<file path="config.mk">
export PLATFORM = sky130hd
export DESIGN_NAME = cfg_serial_mem_slave
export DESIGN_NICKNAME = d
export VERILOG_FILES = /design/src/rtl/cfg_slave_pkg.sv /design/src/rtl/cfg_bus_sense.sv /design/src/rtl/cfg_wr_buffer.sv /design/src/rtl/cfg_mem_array.sv /design/src/rtl/cfg_serial_mem_slave.sv
export SDC_FILE = /design/constraint.sdc
export NUM_CORES = 1
export LEC_CHECK = 0
export ABC_AREA = 1
export CAP_MARGIN = 15
export CORE_MARGIN = 2
export CORE_UTILIZATION = 35
export DETAILED_ROUTE_END_ITERATION = 8
export GPL_TIMING_DRIVEN = 0
export PLACE_DENSITY = 0.48
export RECOVER_POWER = 100
export SYNTH_ARGS = -nofsm -noshare
export SYNTH_HDL_FRONTEND = slang
export SYNTH_SLANG_ARGS = --single-unit
</file>
<file path="constraint.sdc">
create_clock -name clk -period 4 [get_ports clk]
set_input_delay 0.8 -clock clk [delete_from_list [all_inputs] [get_ports clk]]
set_output_delay 0.8 -clock clk [all_outputs]
set_load 0.02 [all_outputs]
</file>
<file path="src/rtl/cfg_slave_pkg.sv">
package cfg_slave_pkg;

    typedef enum logic [3:0] {
        ST_IDLE,
        ST_DEVADDR,
        ST_DEV_ACK,
        ST_ADDR_HI,
        ST_ADDR_HI_ACK,
        ST_ADDR_LO,
        ST_ADDR_LO_ACK,
        ST_WDATA,
        ST_WDATA_ACK,
        ST_RDATA,
        ST_RACK,
        ST_BUSY
    } slave_state_t;

    localparam int BYTE_W = 8;

endpackage

</file>
<file path="src/rtl/cfg_bus_sense.sv">
module cfg_bus_sense #(
    parameter int SYNC_STAGES = 2
) (
    input  logic clk,
    input  logic rst_n,
    input  logic scl_i,
    input  logic sda_i,
    output logic sda_s,
    output logic scl_rise,
    output logic scl_fall,
    output logic start_det,
    output logic stop_det
);
    // one extra stage beyond the synchronizer holds the previous sampled level
    localparam int PIPE_W = SYNC_STAGES + 1;

    logic [PIPE_W-1:0] scl_pipe;
    logic [PIPE_W-1:0] sda_pipe;

    always_ff @(posedge clk or negedge rst_n) begin
        if (!rst_n) begin
            scl_pipe <= '1;
            sda_pipe <= '1;
        end else begin
            scl_pipe <= {scl_pipe[PIPE_W-2:0], scl_i};
            sda_pipe <= {sda_pipe[PIPE_W-2:0], sda_i};
        end
    end

    logic scl_now, scl_old, sda_now, sda_old;

    assign scl_now = scl_pipe[SYNC_STAGES-1];
    assign scl_old = scl_pipe[SYNC_STAGES];
    assign sda_now = sda_pipe[SYNC_STAGES-1];
    assign sda_old = sda_pipe[SYNC_STAGES];

    assign sda_s     = sda_now;
    assign scl_rise  = scl_now && !scl_old;
    assign scl_fall  = !scl_now && scl_old;
    assign start_det = scl_now && scl_old && sda_old && !sda_now;
    assign stop_det  = scl_now && scl_old && !sda_old && sda_now;

    // a start or stop is seen only while the clock stays high
    AST_COND_SCL_HIGH: assert property (@(posedge clk) disable iff (!rst_n)
        (start_det || stop_det) |-> $past(scl_pipe[SYNC_STAGES-1]));

endmodule

</file>
<file path="src/rtl/cfg_wr_buffer.sv">
module cfg_wr_buffer #(
    parameter int DEPTH = 4,
    parameter int W     = 8
) (
    input  logic                         clk,
    input  logic                         rst_n,
    input  logic                         clear,
    input  logic                         push,
    input  logic [W-1:0]                 din,
    input  logic [$clog2(DEPTH)-1:0]     rd_idx,
    output logic [W-1:0]                 dout,
    output logic [$clog2(DEPTH+1)-1:0]   count,
    output logic                         full
);
    localparam int IW = $clog2(DEPTH);
    localparam int CW = $clog2(DEPTH + 1);

    logic [W-1:0] slots [DEPTH];

    assign full = (count == CW'(DEPTH));
    assign dout = slots[rd_idx];

    always_ff @(posedge clk or negedge rst_n) begin
        if (!rst_n) begin
            count <= '0;
        end else if (clear) begin
            count <= '0;
        end else if (push && !full) begin
            count <= count + 1'b1;
        end
    end

    always_ff @(posedge clk) begin
        if (push && !full && !clear) begin
            slots[count[IW-1:0]] <= din;
        end
    end

    AST_BUF_BOUND: assert property (@(posedge clk) disable iff (!rst_n)
        count <= CW'(DEPTH));

    AST_BUF_FULL_HOLD: assert property (@(posedge clk) disable iff (!rst_n)
        (push && full && !clear) |=> $stable(count));

endmodule

</file>
<file path="src/rtl/cfg_mem_array.sv">
module cfg_mem_array #(
    parameter int DEPTH = 16,
    parameter int W     = 8
) (
    input  logic                      clk,
    input  logic                      rst_n,
    input  logic                      we,
    input  logic [$clog2(DEPTH)-1:0]  waddr,
    input  logic [W-1:0]              wdata,
    input  logic [$clog2(DEPTH)-1:0]  raddr,
    output logic [W-1:0]              rdata
);
    localparam int AW = $clog2(DEPTH);

    logic [DEPTH-1:0][W-1:0] words;

    genvar gi;
    generate
        for (gi = 0; gi < DEPTH; gi++) begin : g_word
            logic [W-1:0] q;
            always_ff @(posedge clk or negedge rst_n) begin
                if (!rst_n) begin
                    q <= '0;
                end else if (we && waddr == AW'(gi)) begin
                    q <= wdata;
                end
            end
            assign words[gi] = q;
        end
    endgenerate

    assign rdata = words[raddr];

endmodule

</file>
<file path="src/rtl/cfg_serial_mem_slave.sv">
module cfg_serial_mem_slave
    import cfg_slave_pkg::*;
#(
    parameter logic [6:0] DEV_ADDR  = 7'h50,
    parameter int         MEM_DEPTH = 16,
    parameter int         BUF_DEPTH = 4,
    parameter int         WR_CYCLES = 600
) (
    input  logic clk,
    input  logic rst_n,
    input  logic ser_en_n,
    input  logic scl_i,
    input  logic sda_i,
    output logic sda_drive_low,
    output logic busy
);
    localparam int AW   = $clog2(MEM_DEPTH);
    localparam int BIW  = $clog2(BUF_DEPTH);
    localparam int BCW  = $clog2(BUF_DEPTH + 1);
    localparam int CNTW = $clog2(WR_CYCLES);

    logic sda_s, scl_rise, scl_fall, start_det, stop_det;

    cfg_bus_sense #(.SYNC_STAGES(2)) u_sense (
        .clk       (clk),
        .rst_n     (rst_n),
        .scl_i     (scl_i),
        .sda_i     (sda_i),
        .sda_s     (sda_s),
        .scl_rise  (scl_rise),
        .scl_fall  (scl_fall),
        .start_det (start_det),
        .stop_det  (stop_det)
    );

    slave_state_t      state, state_nx;
    logic [BYTE_W-1:0] sr;
    logic [3:0]        bitcnt;
    logic [BYTE_W-1:0] addr_hi;
    logic [AW-1:0]     ptr;
    logic [AW-1:0]     wr_base;
    logic              mack;
    logic [CNTW-1:0]   cyc_cnt;
    logic [BCW-1:0]    commit_idx;

    logic              buf_clear, buf_push, buf_full;
    logic [BCW-1:0]    buf_count;
    logic [BYTE_W-1:0] buf_dout;
    logic [BYTE_W-1:0] mem_rdata;
    logic              mem_we;
    logic [AW-1:0]     mem_waddr;

    logic bus_live, byte_end, rx_state, in_write, cyc_last;

    assign bus_live = (state != ST_BUSY) && !ser_en_n;
    assign byte_end = scl_fall && (bitcnt == 4'd8);
    assign rx_state = (state == ST_DEVADDR) || (state == ST_ADDR_HI) ||
                      (state == ST_ADDR_LO) || (state == ST_WDATA);
    assign in_write = (state == ST_WDATA) || (state == ST_WDATA_ACK);
    assign cyc_last = (cyc_cnt == CNTW'(WR_CYCLES - 1));

    // ---------------- next-state logic ----------------
    always_comb begin
        state_nx = state;
        if (state == ST_BUSY) begin
            if (cyc_last) state_nx = ST_IDLE;
        end else if (ser_en_n) begin
            state_nx = ST_IDLE;
        end else if (start_det) begin
            state_nx = ST_DEVADDR;
        end else if (stop_det) begin
            state_nx = (in_write && buf_count != '0) ? ST_BUSY : ST_IDLE;
        end else begin
            unique case (state)
                ST_IDLE:        state_nx = ST_IDLE;
                ST_DEVADDR:     if (byte_end)
                                    state_nx = (sr[7:1] == DEV_ADDR) ? ST_DEV_ACK : ST_IDLE;
                ST_DEV_ACK:     if (scl_fall)
                                    state_nx = sr[0] ? ST_RDATA : ST_ADDR_HI;
                ST_ADDR_HI:     if (byte_end) state_nx = ST_ADDR_HI_ACK;
                ST_ADDR_HI_ACK: if (scl_fall) state_nx = ST_ADDR_LO;
                ST_ADDR_LO:     if (byte_end) state_nx = ST_ADDR_LO_ACK;
                ST_ADDR_LO_ACK: if (scl_fall) state_nx = ST_WDATA;
                ST_WDATA:       if (byte_end && !buf_full) state_nx = ST_WDATA_ACK;
                ST_WDATA_ACK:   if (scl_fall) state_nx = ST_WDATA;
                ST_RDATA:       if (scl_fall && bitcnt == 4'd7) state_nx = ST_RACK;
                ST_RACK:        if (scl_fall) state_nx = mack ? ST_RDATA : ST_IDLE;
                ST_BUSY:        state_nx = ST_BUSY;
            endcase
        end
    end

    // ---------------- state register and datapath ----------------
    always_ff @(posedge clk or negedge rst_n) begin
        if (!rst_n) begin
            state   <= ST_IDLE;
            sr      <= '0;
            bitcnt  <= '0;
            addr_hi <= '0;
            ptr     <= '0;
            wr_base <= '0;
            mack    <= 1'b0;
        end else begin
            state <= state_nx;

            if (state_nx == ST_RDATA && state != ST_RDATA) begin
                sr     <= mem_rdata;
                bitcnt <= '0;
            end else if (state_nx != state || (bus_live && start_det) ||
                         (state == ST_WDATA && byte_end && bus_live)) begin
                bitcnt <= '0;
            end else if (bus_live && rx_state && scl_rise) begin
                sr     <= {sr[BYTE_W-2:0], sda_s};
                bitcnt <= bitcnt + 4'd1;
            end else if (bus_live && state == ST_RDATA && scl_fall) begin
                sr     <= {sr[BYTE_W-2:0], 1'b0};
                bitcnt <= bitcnt + 4'd1;
            end

            if (bus_live && !start_det && !stop_det) begin
                if (state == ST_ADDR_HI && byte_end) begin
                    addr_hi <= sr;
                end
                if (state == ST_ADDR_LO && byte_end) begin
                    ptr     <= AW'(({addr_hi, sr}) % MEM_DEPTH);
                    wr_base <= AW'(({addr_hi, sr}) % MEM_DEPTH);
                end
                if ((state == ST_WDATA && byte_end && !buf_full) ||
                    (state == ST_RDATA && scl_fall && bitcnt == 4'd7)) begin
                    ptr <= ptr + 1'b1;
                end
                if (state == ST_RACK && scl_rise) begin
                    mack <= !sda_s;
                end
            end
        end
    end

    // ---------------- timed write cycle ----------------
    always_ff @(posedge clk or negedge rst_n) begin
        if (!rst_n) begin
            cyc_cnt    <= '0;
            commit_idx <= '0;
        end else if (state == ST_BUSY) begin
            cyc_cnt <= cyc_cnt + 1'b1;
            if (commit_idx < buf_count) commit_idx <= commit_idx + 1'b1;
        end else begin
            cyc_cnt    <= '0;
            commit_idx <= '0;
        end
    end

    assign buf_push  = bus_live && !start_det && !stop_det &&
                       (state == ST_WDATA) && byte_end;
    assign buf_clear = (state != ST_BUSY && (ser_en_n || start_det)) ||
                       (state == ST_BUSY && cyc_last);
    assign mem_we    = (state == ST_BUSY) && (commit_idx < buf_count);
    assign mem_waddr = wr_base + AW'(commit_idx);

    cfg_wr_buffer #(.DEPTH(BUF_DEPTH), .W(BYTE_W)) u_buf (
        .clk    (clk),
        .rst_n  (rst_n),
        .clear  (buf_clear),
        .push   (buf_push),
        .din    (sr),
        .rd_idx (commit_idx[BIW-1:0]),
        .dout   (buf_dout),
        .count  (buf_count),
        .full   (buf_full)
    );

    cfg_mem_array #(.DEPTH(MEM_DEPTH), .W(BYTE_W)) u_mem (
        .clk   (clk),
        .rst_n (rst_n),
        .we    (mem_we),
        .waddr (mem_waddr),
        .wdata (buf_dout),
        .raddr (ptr),
        .rdata (mem_rdata)
    );

    // ---------------- outputs ----------------
    always_comb begin
        sda_drive_low = 1'b0;
        unique case (state)
            ST_DEV_ACK, ST_ADDR_HI_ACK, ST_ADDR_LO_ACK, ST_WDATA_ACK:
                sda_drive_low = 1'b1;
            ST_RDATA:
                sda_drive_low = !sr[BYTE_W-1];
            default:
                sda_drive_low = 1'b0;
        endcase
        busy = (state == ST_BUSY);
    end

    // ---------------- assertions ----------------
    AST_DRIVE_ON_LOW_CLK: assert property (@(posedge clk) disable iff (!rst_n)
        $rose(sda_drive_low) |-> $past(scl_fall));

    AST_BUSY_FROM_STOP: assert property (@(posedge clk) disable iff (!rst_n)
        $rose(busy) |-> $past(stop_det));

    AST_BUSY_SILENT: assert property (@(posedge clk) disable iff (!rst_n)
        busy |-> !sda_drive_low);

    AST_DISABLED_SILENT: assert property (@(posedge clk) disable iff (!rst_n)
        (ser_en_n && $past(ser_en_n)) |-> !sda_drive_low);

    AST_COMMIT_IN_BUSY: assert property (@(posedge clk) disable iff (!rst_n)
        mem_we |-> busy);

endmodule

</file>
==> flow_metrics.tcl <==
set metrics [dict create \
    worstPathMaxFanout 10 \
    die_y_um 171 \
    syn_avg_cell_area_um2 8.59 \
    r2r_cells 10 \
    drt-wirelength-per-cell_um 18.9 \
    path_cells "inv_1 -> nand2_1 -> nor2_1 -> inv_1 -> nor2_1 -> inv_1 -> nor3_1 -> nand2_1 -> clkbuf_1 -> o21ai_0" \
    status "finished, violations left" \
    place_area_um2 10300 \
    cts.clk_slew.worst_paths_ns 0.06 \
    drt_iter0_drc 655 \
    syn-cell-area_um2 9730 \
    cts_resized 0 \
    numCtsBuffers 24 \
    yosysSeqAreaShare 0.549 \
    r2r_slack_ns 0.53 \
    post_drt_via_cell_ratio 5.14 \
    syn2layout_area_growth_pct 13.5 \
    p_per_area_nw_per_um2 405 \
    synth_edf_count 32 \
    num_io_pins 7 \
    syn_nets 1153 \
    cts_sinks 207 \
    fmax_mhz 288 \
    drive_above_1_share 0.0473 \
    final_cell_mix "nand2_1 (278), o21ai_0 (226), dfrtp_1 (169), nor2_1 (134), inv_1 (61)" \
    io_buffers 6 \
    postLayoutCellArea_um2 11000 \
    ys_types 39 \
    dieArea_um2 29200 \
    drc_errors 0 \
    netlist_top_cells_area "dfrtp_1 (43%), o21ai_0 (11%), nand2_1 (11%), edfxtp_1 (9.9%), nor2_1 (5.1%)" \
    cts_hold_buffers 0 \
    reg2reg_from "state[2]" \
    overflow 0 \
    cp_top_family "simple AND/OR/NAND/NOR gates" \
    endpoint "u_mem.g_word[9].q[5]" \
    setup_viol 0 \
    postRouteAntennaNets 0 \
    synthCells 1133 \
    r2r_end "u_mem.g_word[9].q[5]" \
    final_common_cell "nand2_1" \
    critPathKind "reg -> reg" \
    grt_max_degree 117 \
    synth_top_area_frac 0.435 \
    ys.flop_type "dfrtp_1" \
    dr.pass1.iters 6 \
    violations "capacitance limit, slew limit" \
    postLayoutSetupSlackWorst_ns 0.534 \
    finalHoldViolCount 0 \
    drv_slew 60 \
    slowest_stage "nor3_1" \
    fillers 2825 \
    cp-end-kind "register" \
    clock_latency_ns 0.53 \
    cts_buffer_depth 3 \
    yosysWarnings 0 \
    post_cts_buffers 0 \
    crit_required_ns 4.42 \
    core_area_um2 27600 \
    vias 8034 \
    yosys_register_bits 207 \
    startpoint "state[2]" \
    synth_area_leader_cell "dfrtp_1" \
    tightest_slew_ns 2.93 \
    grt_util_all_layers 0.209 \
    grt_pass1_wl_um 46100 \
    gp_congestion 0.883 \
    cp_slowest_stage_delay_ns 0.69 \
    die_x_um 171 \
    start_util 0.353 \
    antenna_found_initial 0 \
    worstHoldPathType "reg -> reg" \
    leakagePower_nw 4.90 \
    cp.depth 10 \
    grt_pass1_vias 7745 \
    cts_tree "built" \
    tns_ns 0 \
    crit_buf_inv 4 \
    rows 61 \
    ir_drop_v 0.000314 \
    min_period_over_period 0.867 \
    skew_ns 0.0178 \
    cts_max_level 1 \
    relSlewSlack -0.955 \
    cts_root_buffer "clkbuf_16" \
    layout.nets 1186 \
    start_kind "register" \
    min_period_ns 3.47 \
    antenna-diode-count 0 \
    grt_setup_unrepaired "no" \
    crit_top_cell "inv_1" \
    max-cap-violations 1 \
    cp_data_arrival_time_ns 3.89 \
    async_flop_share 0.845 \
    place_ws_ns 0.459 \
    wl_um 29500 \
    hpwl_um 20500 \
]
-- power breakdown --
part / internal (mW) / total [mW] / switching [mW]
Sequential: 2.15 / 2.16 / 0.0106
Combinational: 0.0211 / 0.0897 / 0.0686
Clock: 1.32 / 2.22 / 0.904
Total: 3.49 / 4.47 / 0.983
-- flip-flops by register name (all words and copies together) (netlist names), 4 cells and up --
name	count
u_mem.g_word.q	128
u_buf.slots	32
cyc_cnt	10
sr	8
bitcnt	4
ptr	4
state	4
wr_base	4
-- through the flow --
stage,utilization,hold slack (ns),power [mW],cells
6_report,0.401,0.362,4.47,1562
5_1_grt,0.401,0.364,4.63,1562
4_1_cts,0.403,0.212,4.53,1562
3_5_place_dp,0.374,0.347,2.29,1518
3_3_place_gp,0.373,0.347,2.29,1517
2_1_floorplan,-,0.345,2.23,1133
-- layout make-up --
| type | instances | area [µm²] | share of cell area |
|---|---|---|---|
| Timing Repair Buffer | 7 | 87.6 | 0.00793 |
| Clock inverter | 10 | 85.1 | 0.00770 |
| Sequential cell | 207 | 5350 | 0.484 |
| Multi-Input combinational cell | 808 | 3870 | 0.350 |
| Clock buffer | 34 | 721 | 0.0653 |
| Tap cell | 378 | 473 | 0.0428 |
| Inverter | 63 | 236 | 0.0214 |
| Buffer | 55 | 224 | 0.0203 |
-- cell families after synthesis --
| logic type | after synthesis | share of synthesized area |
|---|---|---|
| compound gates | 305 | 0.173 |
| xor+xnor | 7 | 0.00630 |
| fa+ha+maj | 15 | 0.0201 |
| buf+inv | 118 | 0.0473 |
| flops | 207 | 0.549 |
| simple gates | 481 | 0.204 |
-- worst reg2reg max path: stages, from the launching register on --
cell	delay, ns
dfrtp_1	0.41
inv_1	0.13
nand2_1	0.11
nor2_1	0.23
inv_1	0.26
nor2_1	0.36
inv_1	0.15
nor3_1	0.69
nand2_1	0.42
clkbuf_1	0.36
o21ai_0	0.25
-- metal layers --
metal	part of all wire	track usage	wire [µm]
met1	0.48	0.312	14200
met2	0.43	0.317	12800
met3	0.063	0.0271	1850
met4	0.023	0.0554	675
met5	0	0	0
-- synthesized netlist by cell type, drive strengths merged (2+ instances only) --
cell type	instances
nand2	281
o21ai	230
dfrtp	169
nor2	137
inv	61
clkbuf	54
nand3	40
edfxtp	32
a21oi	24
o221ai	18
ha	14
nor3	13
o22ai	11
a32o	8
o211ai	7
dfstp	6
a31oi	5
nand4	5
xor2	4
xnor2	3
clkinv	2
nor3b	2
-- worst min path at each step --
stage / slack (ns) / cells after the start / end / start
floorplan: 0.35 / 0 / u_sense.scl_pipe[1] / u_sense.scl_pipe[0]
global placement: 0.35 / 0 / u_sense.scl_pipe[1] / u_sense.scl_pipe[0]
detailed placement: 0.35 / 0 / u_sense.sda_pipe[1] / u_sense.sda_pipe[0]
CTS: 0.21 / 1 / cyc_cnt[1] / rst_n
global route: 0.36 / 0 / u_sense.sda_pipe[1] / u_sense.sda_pipe[0]
finish: 0.36 / 0 / u_sense.sda_pipe[1] / u_sense.sda_pipe[0]
Note: power is estimated with default switching activity, not from simulation.
